$ cat config.mk
export PLATFORM = sky130hd
export DESIGN_NAME = stc_sys_time
export DESIGN_NICKNAME = d
export VERILOG_FILES = /design/src/rtl/stc_pkg.sv /design/src/rtl/stc_phase_accum.sv /design/src/rtl/stc_time_counter.sv /design/src/rtl/stc_read_shadow.sv /design/src/rtl/stc_sys_time.sv
export SDC_FILE = /design/constraint.sdc
export NUM_CORES = 1
export LEC_CHECK = 0
export BUFFER_PORTS_ARGS = -buffer_cell sky130_fd_sc_hd__buf_2
export CORE_AREA = 10 10 139 173
export DETAILED_ROUTE_END_ITERATION = 10
export DIE_AREA = 0 0 149 183
export GPL_TIMING_DRIVEN = 1
export PLACE_DENSITY = 0.76
export SYNTH_ARGS = -nofsm -noshare
export SYNTH_HDL_FRONTEND = slang
export SYNTH_HIERARCHICAL = 1
export SYNTH_SLANG_ARGS = --single-unit
$ cat constraint.sdc
create_clock -name clk -period 3.5 [get_ports clk]
set_clock_uncertainty 0.2 [all_clocks]
set_input_delay 0.525 -clock clk [delete_from_list [all_inputs] [get_ports clk]]
set_output_delay 0.525 -clock clk [all_outputs]
set_load 0.01 [all_outputs]
$ cat src/rtl/stc_pkg.sv
`timescale 1ns/1ps
package stc_pkg;
  // Update chosen for the time counter on a given edge
  typedef enum logic [1:0] {
    STC_HOLD = 2'd0,
    STC_STEP = 2'd1,
    STC_LOAD = 2'd2
  } stc_op_e;

  function automatic stc_op_e stc_pick_op(input logic load, input logic carry);
    if (load)       return STC_LOAD;
    else if (carry) return STC_STEP;
    else            return STC_HOLD;
  endfunction
endpackage

$ cat src/rtl/stc_phase_accum.sv
`timescale 1ns/1ps
module stc_phase_accum #(
  parameter int unsigned ACC_W = 32
) (
  input  logic             clk,
  input  logic             rst_n,
  input  logic             addend_we,
  input  logic [ACC_W-1:0] addend_wdata,
  input  logic             clear,
  output logic             carry_o
);
  logic [ACC_W-1:0] addend_q;
  logic [ACC_W-1:0] acc_q;
  logic [ACC_W:0]   sum_w;

  // Full-width add; the top bit is the overflow that paces the time counter
  function automatic logic [ACC_W:0] phase_sum(input logic [ACC_W-1:0] a,
                                               input logic [ACC_W-1:0] b);
    return {1'b0, a} + {1'b0, b};
  endfunction

  assign sum_w   = phase_sum(acc_q, addend_q);
  assign carry_o = sum_w[ACC_W];

  always_ff @(posedge clk) begin
    if (!rst_n) begin
      addend_q <= '0;
    end else if (addend_we) begin
      addend_q <= addend_wdata;
    end
  end

  always_ff @(posedge clk) begin
    if (!rst_n) begin
      acc_q <= '0;
    end else if (clear) begin
      acc_q <= '0;
    end else begin
      acc_q <= sum_w[ACC_W-1:0];
    end
  end

  AST_ADDEND_WRITE: assert property (@(posedge clk) disable iff (!rst_n)
    addend_we |=> addend_q == $past(addend_wdata));
  AST_ADDEND_HOLD: assert property (@(posedge clk) disable iff (!rst_n)
    !addend_we |=> $stable(addend_q));
  AST_ACC_CLEAR_ON_LOAD: assert property (@(posedge clk) disable iff (!rst_n)
    clear |=> acc_q == '0);
  AST_ACC_KEEPS_PHASE: assert property (@(posedge clk) disable iff (!rst_n)
    !clear |=> acc_q == ACC_W'($past(acc_q) + $past(addend_q)));
endmodule

$ cat src/rtl/stc_time_counter.sv
`timescale 1ns/1ps
module stc_time_counter
  import stc_pkg::*;
#(
  parameter int unsigned TIME_W = 64
) (
  input  logic              clk,
  input  logic              rst_n,
  input  logic              load,
  input  logic [TIME_W-1:0] load_value,
  input  logic              carry,
  output logic [TIME_W-1:0] time_q
);
  stc_op_e op_w;

  function automatic logic [TIME_W-1:0] next_time(input stc_op_e op,
                                                  input logic [TIME_W-1:0] cur,
                                                  input logic [TIME_W-1:0] ld);
    case (op)
      STC_LOAD: return ld;
      STC_STEP: return cur + TIME_W'(1);
      default:  return cur;
    endcase
  endfunction

  assign op_w = stc_pick_op(load, carry);

  always_ff @(posedge clk) begin
    if (!rst_n) begin
      time_q <= '0;
    end else begin
      time_q <= next_time(op_w, time_q, load_value);
    end
  end

  AST_LOAD_WINS: assert property (@(posedge clk) disable iff (!rst_n)
    load |=> time_q == $past(load_value));
  AST_TICK_STEP: assert property (@(posedge clk) disable iff (!rst_n)
    (!load && carry) |=> time_q == $past(time_q) + TIME_W'(1));
  AST_NO_TICK_HOLD: assert property (@(posedge clk) disable iff (!rst_n)
    (!load && !carry) |=> $stable(time_q));
  AST_WRAP_TO_ZERO: assert property (@(posedge clk) disable iff (!rst_n)
    (!load && carry && (&time_q)) |=> time_q == '0);
endmodule

$ cat src/rtl/stc_read_shadow.sv
`timescale 1ns/1ps
module stc_read_shadow #(
  parameter int unsigned TIME_W = 64,
  parameter int unsigned RD_W   = 32,
  localparam int unsigned SLOTS = TIME_W / RD_W,
  localparam int unsigned SEL_W = (SLOTS > 1) ? $clog2(SLOTS) : 1
) (
  input  logic              clk,
  input  logic              rst_n,
  input  logic              capture,
  input  logic [TIME_W-1:0] time_in,
  input  logic [SEL_W-1:0]  rd_sel,
  output logic [RD_W-1:0]   rd_data
);
  logic [TIME_W-1:0] shadow_q;
  logic [RD_W-1:0]   slice_w [SLOTS];

  always_ff @(posedge clk) begin
    if (!rst_n) begin
      shadow_q <= '0;
    end else if (capture) begin
      shadow_q <= time_in;
    end
  end

  for (genvar s = 0; s < SLOTS; s++) begin : g_slice
    assign slice_w[s] = shadow_q[s*RD_W +: RD_W];
  end

  always_comb begin
    rd_data = slice_w[0];
    for (int s = 0; s < SLOTS; s++) begin
      if (rd_sel == SEL_W'(s)) rd_data = slice_w[s];
    end
  end

  AST_SHADOW_CAPTURE: assert property (@(posedge clk) disable iff (!rst_n)
    capture |=> shadow_q == $past(time_in));
  AST_SHADOW_HOLD: assert property (@(posedge clk) disable iff (!rst_n)
    !capture |=> $stable(shadow_q));
endmodule

$ cat src/rtl/stc_sys_time.sv
`timescale 1ns/1ps
module stc_sys_time #(
  parameter int unsigned ACC_W  = 32,
  parameter int unsigned TIME_W = 64,
  parameter int unsigned RD_W   = 32,
  localparam int unsigned SLOTS = TIME_W / RD_W,
  localparam int unsigned SEL_W = (SLOTS > 1) ? $clog2(SLOTS) : 1
) (
  input  logic              clk,
  input  logic              rst_n,
  input  logic              addend_we,
  input  logic [ACC_W-1:0]  addend_wdata,
  input  logic              load_stb,
  input  logic [TIME_W-1:0] load_value,
  input  logic              capture_stb,
  input  logic [SEL_W-1:0]  rd_sel,
  output logic [RD_W-1:0]   rd_data,
  output logic [TIME_W-1:0] time_now,
  output logic              tick
);
  logic carry_w;

  stc_phase_accum #(.ACC_W(ACC_W)) u_accum (
    .clk          (clk),
    .rst_n        (rst_n),
    .addend_we    (addend_we),
    .addend_wdata (addend_wdata),
    .clear        (load_stb),
    .carry_o      (carry_w)
  );

  stc_time_counter #(.TIME_W(TIME_W)) u_count (
    .clk        (clk),
    .rst_n      (rst_n),
    .load       (load_stb),
    .load_value (load_value),
    .carry      (carry_w),
    .time_q     (time_now)
  );

  stc_read_shadow #(.TIME_W(TIME_W), .RD_W(RD_W)) u_shadow (
    .clk     (clk),
    .rst_n   (rst_n),
    .capture (capture_stb),
    .time_in (time_now),
    .rd_sel  (rd_sel),
    .rd_data (rd_data)
  );

  assign tick = carry_w;

  AST_RESET_ZERO: assert property (@(posedge clk)
    !rst_n |=> (time_now == '0 && !tick));
endmodule

==> summary by stage <==
Detailed routing
The number of violations reported at the end of detailed-routing iteration 0 is 598. The routed wirelength normalized by instance count is 18.63 microns. The first detailed-routing pass ran for 5 iterations. In this run the remaining antenna-violating nets after routing total 0. The overall via count from detail_route is 9335.

Summed over all layers, the routed wires come to 30920 microns. After detailed routing, the number of vias per cell comes to 5.623. The DRC violation count after routing is 0.

Placement
The number of instances in the placed design is 1613. The detailed-placement wirelength estimate is 22790 microns. Timing analysis after detailed placement gives a worst setup slack of -0.2996 ns.

In this run the cell area measured after placement is 11900 sq um. At the end of routability-driven placement, the weighted congestion stood at 0.9445. In this run the tool buffered the top-level ports with 198 buffer cells.

Yosys
The area share of the leading cell type in the synthesized netlist is 0.3708. Sorting the synthesized cells by area gives the leading types as dfxtp_1, mux2i_1, nor2b_1. The dominant combinational cell family by area after synthesis is simple AND/OR/NAND/NOR gates. Of the total synthesized cell area, the portion taken by XOR and XNOR cells is 0.06422. The post-synthesis cell area is 10360 sq um.

The number of enable-type register cells in the synthesized netlist is 0. Synthesis instantiated 70 different standard cells from the library. The area fraction in compound gates after synthesis came to 0.1341. The most area-hungry cell type in the Yosys netlist is dfxtp_1. The simple-gate portion of the synthesized area is 0.2145. The arithmetic-cell share of the synthesized area counting full adders, half adders and majority gates is 0.04177. The share of async-settable or async-resettable flops after synthesis is 0. The number of cells produced by synthesis is 1139. The flip-flop cell with the highest count after synthesis is dfxtp_1. The number of flip-flops and latches in the synthesized netlist is 192. The post-synthesis average cell area is 9.100 sq um. The Yosys step of the flow raised 6 warnings. The sequential share of the synthesized area is 0.3708. After synthesis, the share of cell area in mux cells is 0.1333.

The most common cell in the synthesized netlist is dfxtp_1. The net count of the mapped netlist is 1275. By count the netlist is led by dfxtp_1, mux2i_1, nor2b_1, a21oi_1, nor2_1.

CTS
The quantity of hold-fixing buffers added after cts is 0. The CTS root buffer is clkbuf_16. The number of sinks on the clock net is 192. The clock buffer count from CTS is 17.

The TritonCTS clock tree is yes. The maximum count of clock buffers along a single path is 2. The clock-pin slew reported for the worst setup and hold paths after clock tree synthesis is 0.08 ns. CTS built an H-tree with a depth of 4. For the worst-skew pair, the clock arrives at the later sink with an insertion delay of 0.44 ns.

Timing
The final critical-path required period is 3.566 ns. The count of endpoints failing hold in the final timing report came to 0. Setup violations remaining at the end of the flow were counted as 1. The maximum clock frequency is 0.2804 GHz. The transition time of the tightest slew-check pin is 0.9774 ns. The worst setup margin is -0.06643 ns. Setup repair after global routing could not meet its margin everywhere. The post-route clock period utilization is 1.019. The worst relative slew slack is 0.3484. The number of max-slew violations in the final report is 0.

Power
The worst IR drop on VDD is 0.3606 mV. Summing internal, switching and leakage power gives 0.005182 W. The reported leakage power is 5.623 nW. Power spread over the standard cell area amounts to 403.6 nW/um^2.

Floorplanning
The placeable core area is 20670 sq um. The initial core utilization is 0.5015. The chip height is 183 microns. The die covers 27270 sq um. For this design the top-level I/O count stands at 199. The die width is 149 microns. The site row count is 59.

Run
The max-capacitance violation count is 0.

Critical path
The startpoint of the worst register-to-register path is u_accum/acc_q[0]. The critical-path maximum fanout is 5. The internal reg-to-reg setup slack is 0.04 ns. The setup path with the least slack is of type reg2out.

The worst reg-to-reg path cell count is 16. For the worst setup path, the data required time is 2.77 ns. For the worst setup path, the data arrival time is 2.84 ns. STA classifies the critical path startpoint as a register.

The worst setup path is captured at an output port. The capturing point of the worst reg2reg path is u_count/time_q[20].

Cells and area
The post-route core utilization is 0.6211. The finished cells cover 12840 sq um. Of the cells placed in the final design, the portion with a size suffix greater than 1 is 0.2834. The total of fill cells in the finished design is 1747. Excluding fillers, the count of instances in the completed layout stands at 1660. At the end of the flow, the number of nets in the layout was 1506.

The area used by multi-input combinational logic is 6281 sq um. The combined flip-flop and latch cell area is 3850 sq um. The area added between synthesis and finish is 23.85%.

GRT
The first global-routing pass estimated 49380 microns of wire. The number of antenna violations at the first check in global routing is 2. The via count of the first global-routing pass came to 9523.

In the global route stage, overall resource usage came out at 0.2220. The pin count of the biggest net entering global routing is 74. After global routing the overflow that remains totals 0.

Min path
The critical hold path startpoint is load_value[4]. The end of the worst hold path is u_count/time_q[4]. The classification of the worst-slack hold path is in2reg. The cell count of the worst hold path is 3.

Outcome
The flow ran to the end, but the final reports show violations. The final reports fail on negative setup slack.
## worst max-delay path, stage by stage, from the launching register on
cell,delay (ns)
dfxtp_1,0.31
ha_1,0.37
a21o_1,0.23
a31oi_1,0.24
a21boi_0,0.21
a311oi_2,0.40
nor3_2,0.07
o22a_1,0.21
buf_6,0.14
buf_12,0.12
buf_6,0.11
## layer usage
| metal | vias to the layer above | GRT usage | routed length (microns) |
|---|---|---|---|
| met1 | 4402 | 0.2502 | 12260 |
| met4 | 2 | 0.07825 | 894 |
| li1 | 4546 | - | - |
| met2 | 321 | 0.3955 | 15840 |
| met5 | - | 0 | 13 |
| met3 | 64 | 0.05542 | 1913 |
## cells in the final DEF (no fill, tap or decap), types with 28 or more instances in the layout
| master | n |
|---|---|
| nor2b_1 | 102 |
| a21oi_1 | 77 |
| mux2i_1 | 102 |
| nand2_1 | 52 |
| xor2_1 | 38 |
| o21ai_0 | 61 |
| nor2_1 | 69 |
| buf_2 | 195 |
| buf_4 | 76 |
| dfxtp_1 | 187 |
| mux2_2 | 28 |
| nand4_1 | 31 |
| xnor2_1 | 38 |
## per-stage QoR
stage / hold slack [ns] / TNS [ns]
floorplan: 0.2749 / -0.08089
global placement: 0.2902 / -1.225
detailed placement: 0.3022 / -3.373
CTS: 0.1132 / -0.3087
global route: 0.1312 / -0.3393
finish: 0.1371 / -0.06643
## sequential cells by signal (all words and copies together) (netlist names)
register           count
u_shadow/shadow_q     64
u_accum/addend_q      32
u_count/time_q        64
u_accum/acc_q         32
## timing repair
action                     in CTS  in global routing
pin swaps                      20                  9
gates resized for setup        30                 13
buffers inserted                8                  4
setup endpoints to repair      39                 38
## area by class of cell
type | instances | area share
Multi-Input combinational cell | 869 | 0.4893
Sequential cell | 192 | 0.2999
Timing Repair Buffer | 278 | 0.1300
Clock buffer | 17 | 0.03314
Tap cell | 274 | 0.02671
Clock inverter | 15 | 0.01686
Inverter | 12 | 0.003509
Antenna cell | 3 | 0.0005848
## kinds of logic after synthesis
group / after synthesis
flip-flops: 192
buffers and inverters: 78
multiplexers: 134
XOR/XNOR: 76
AND/OR/NAND/NOR: 397
adder cells (fa/ha/maj): 34
AO/OA/AOI/OAI: 228
## worst max-delay path by stage
stage / cells past startpoint / slack (ns) / startpoint / end
6_report: 10 / -0.07 / u_accum/addend_q[14] / tick
5_1_grt: 11 / -0.15 / u_accum/addend_q[11] / tick
4_1_cts: 12 / -0.10 / u_accum/addend_q[0] / tick
3_5_place_dp: 16 / -0.30 / u_accum/addend_q[0] / u_count/time_q[19]
3_3_place_gp: 16 / -0.19 / u_accum/addend_q[0] / u_count/time_q[19]
2_1_floorplan: 15 / -0.08 / u_accum/addend_q[0] / u_count/time_q[20]
## power breakdown
part           leakage [nW]  total [W]  switching (W)  internal (W)
clock network         0.304    0.00204       0.000995       0.00105
registers              1.58    0.00242       0.000125       0.00230
logic                  3.74   0.000716       0.000376      0.000340
total                  5.62    0.00518        0.00150       0.00369
(Power assumes the default switching activity.)
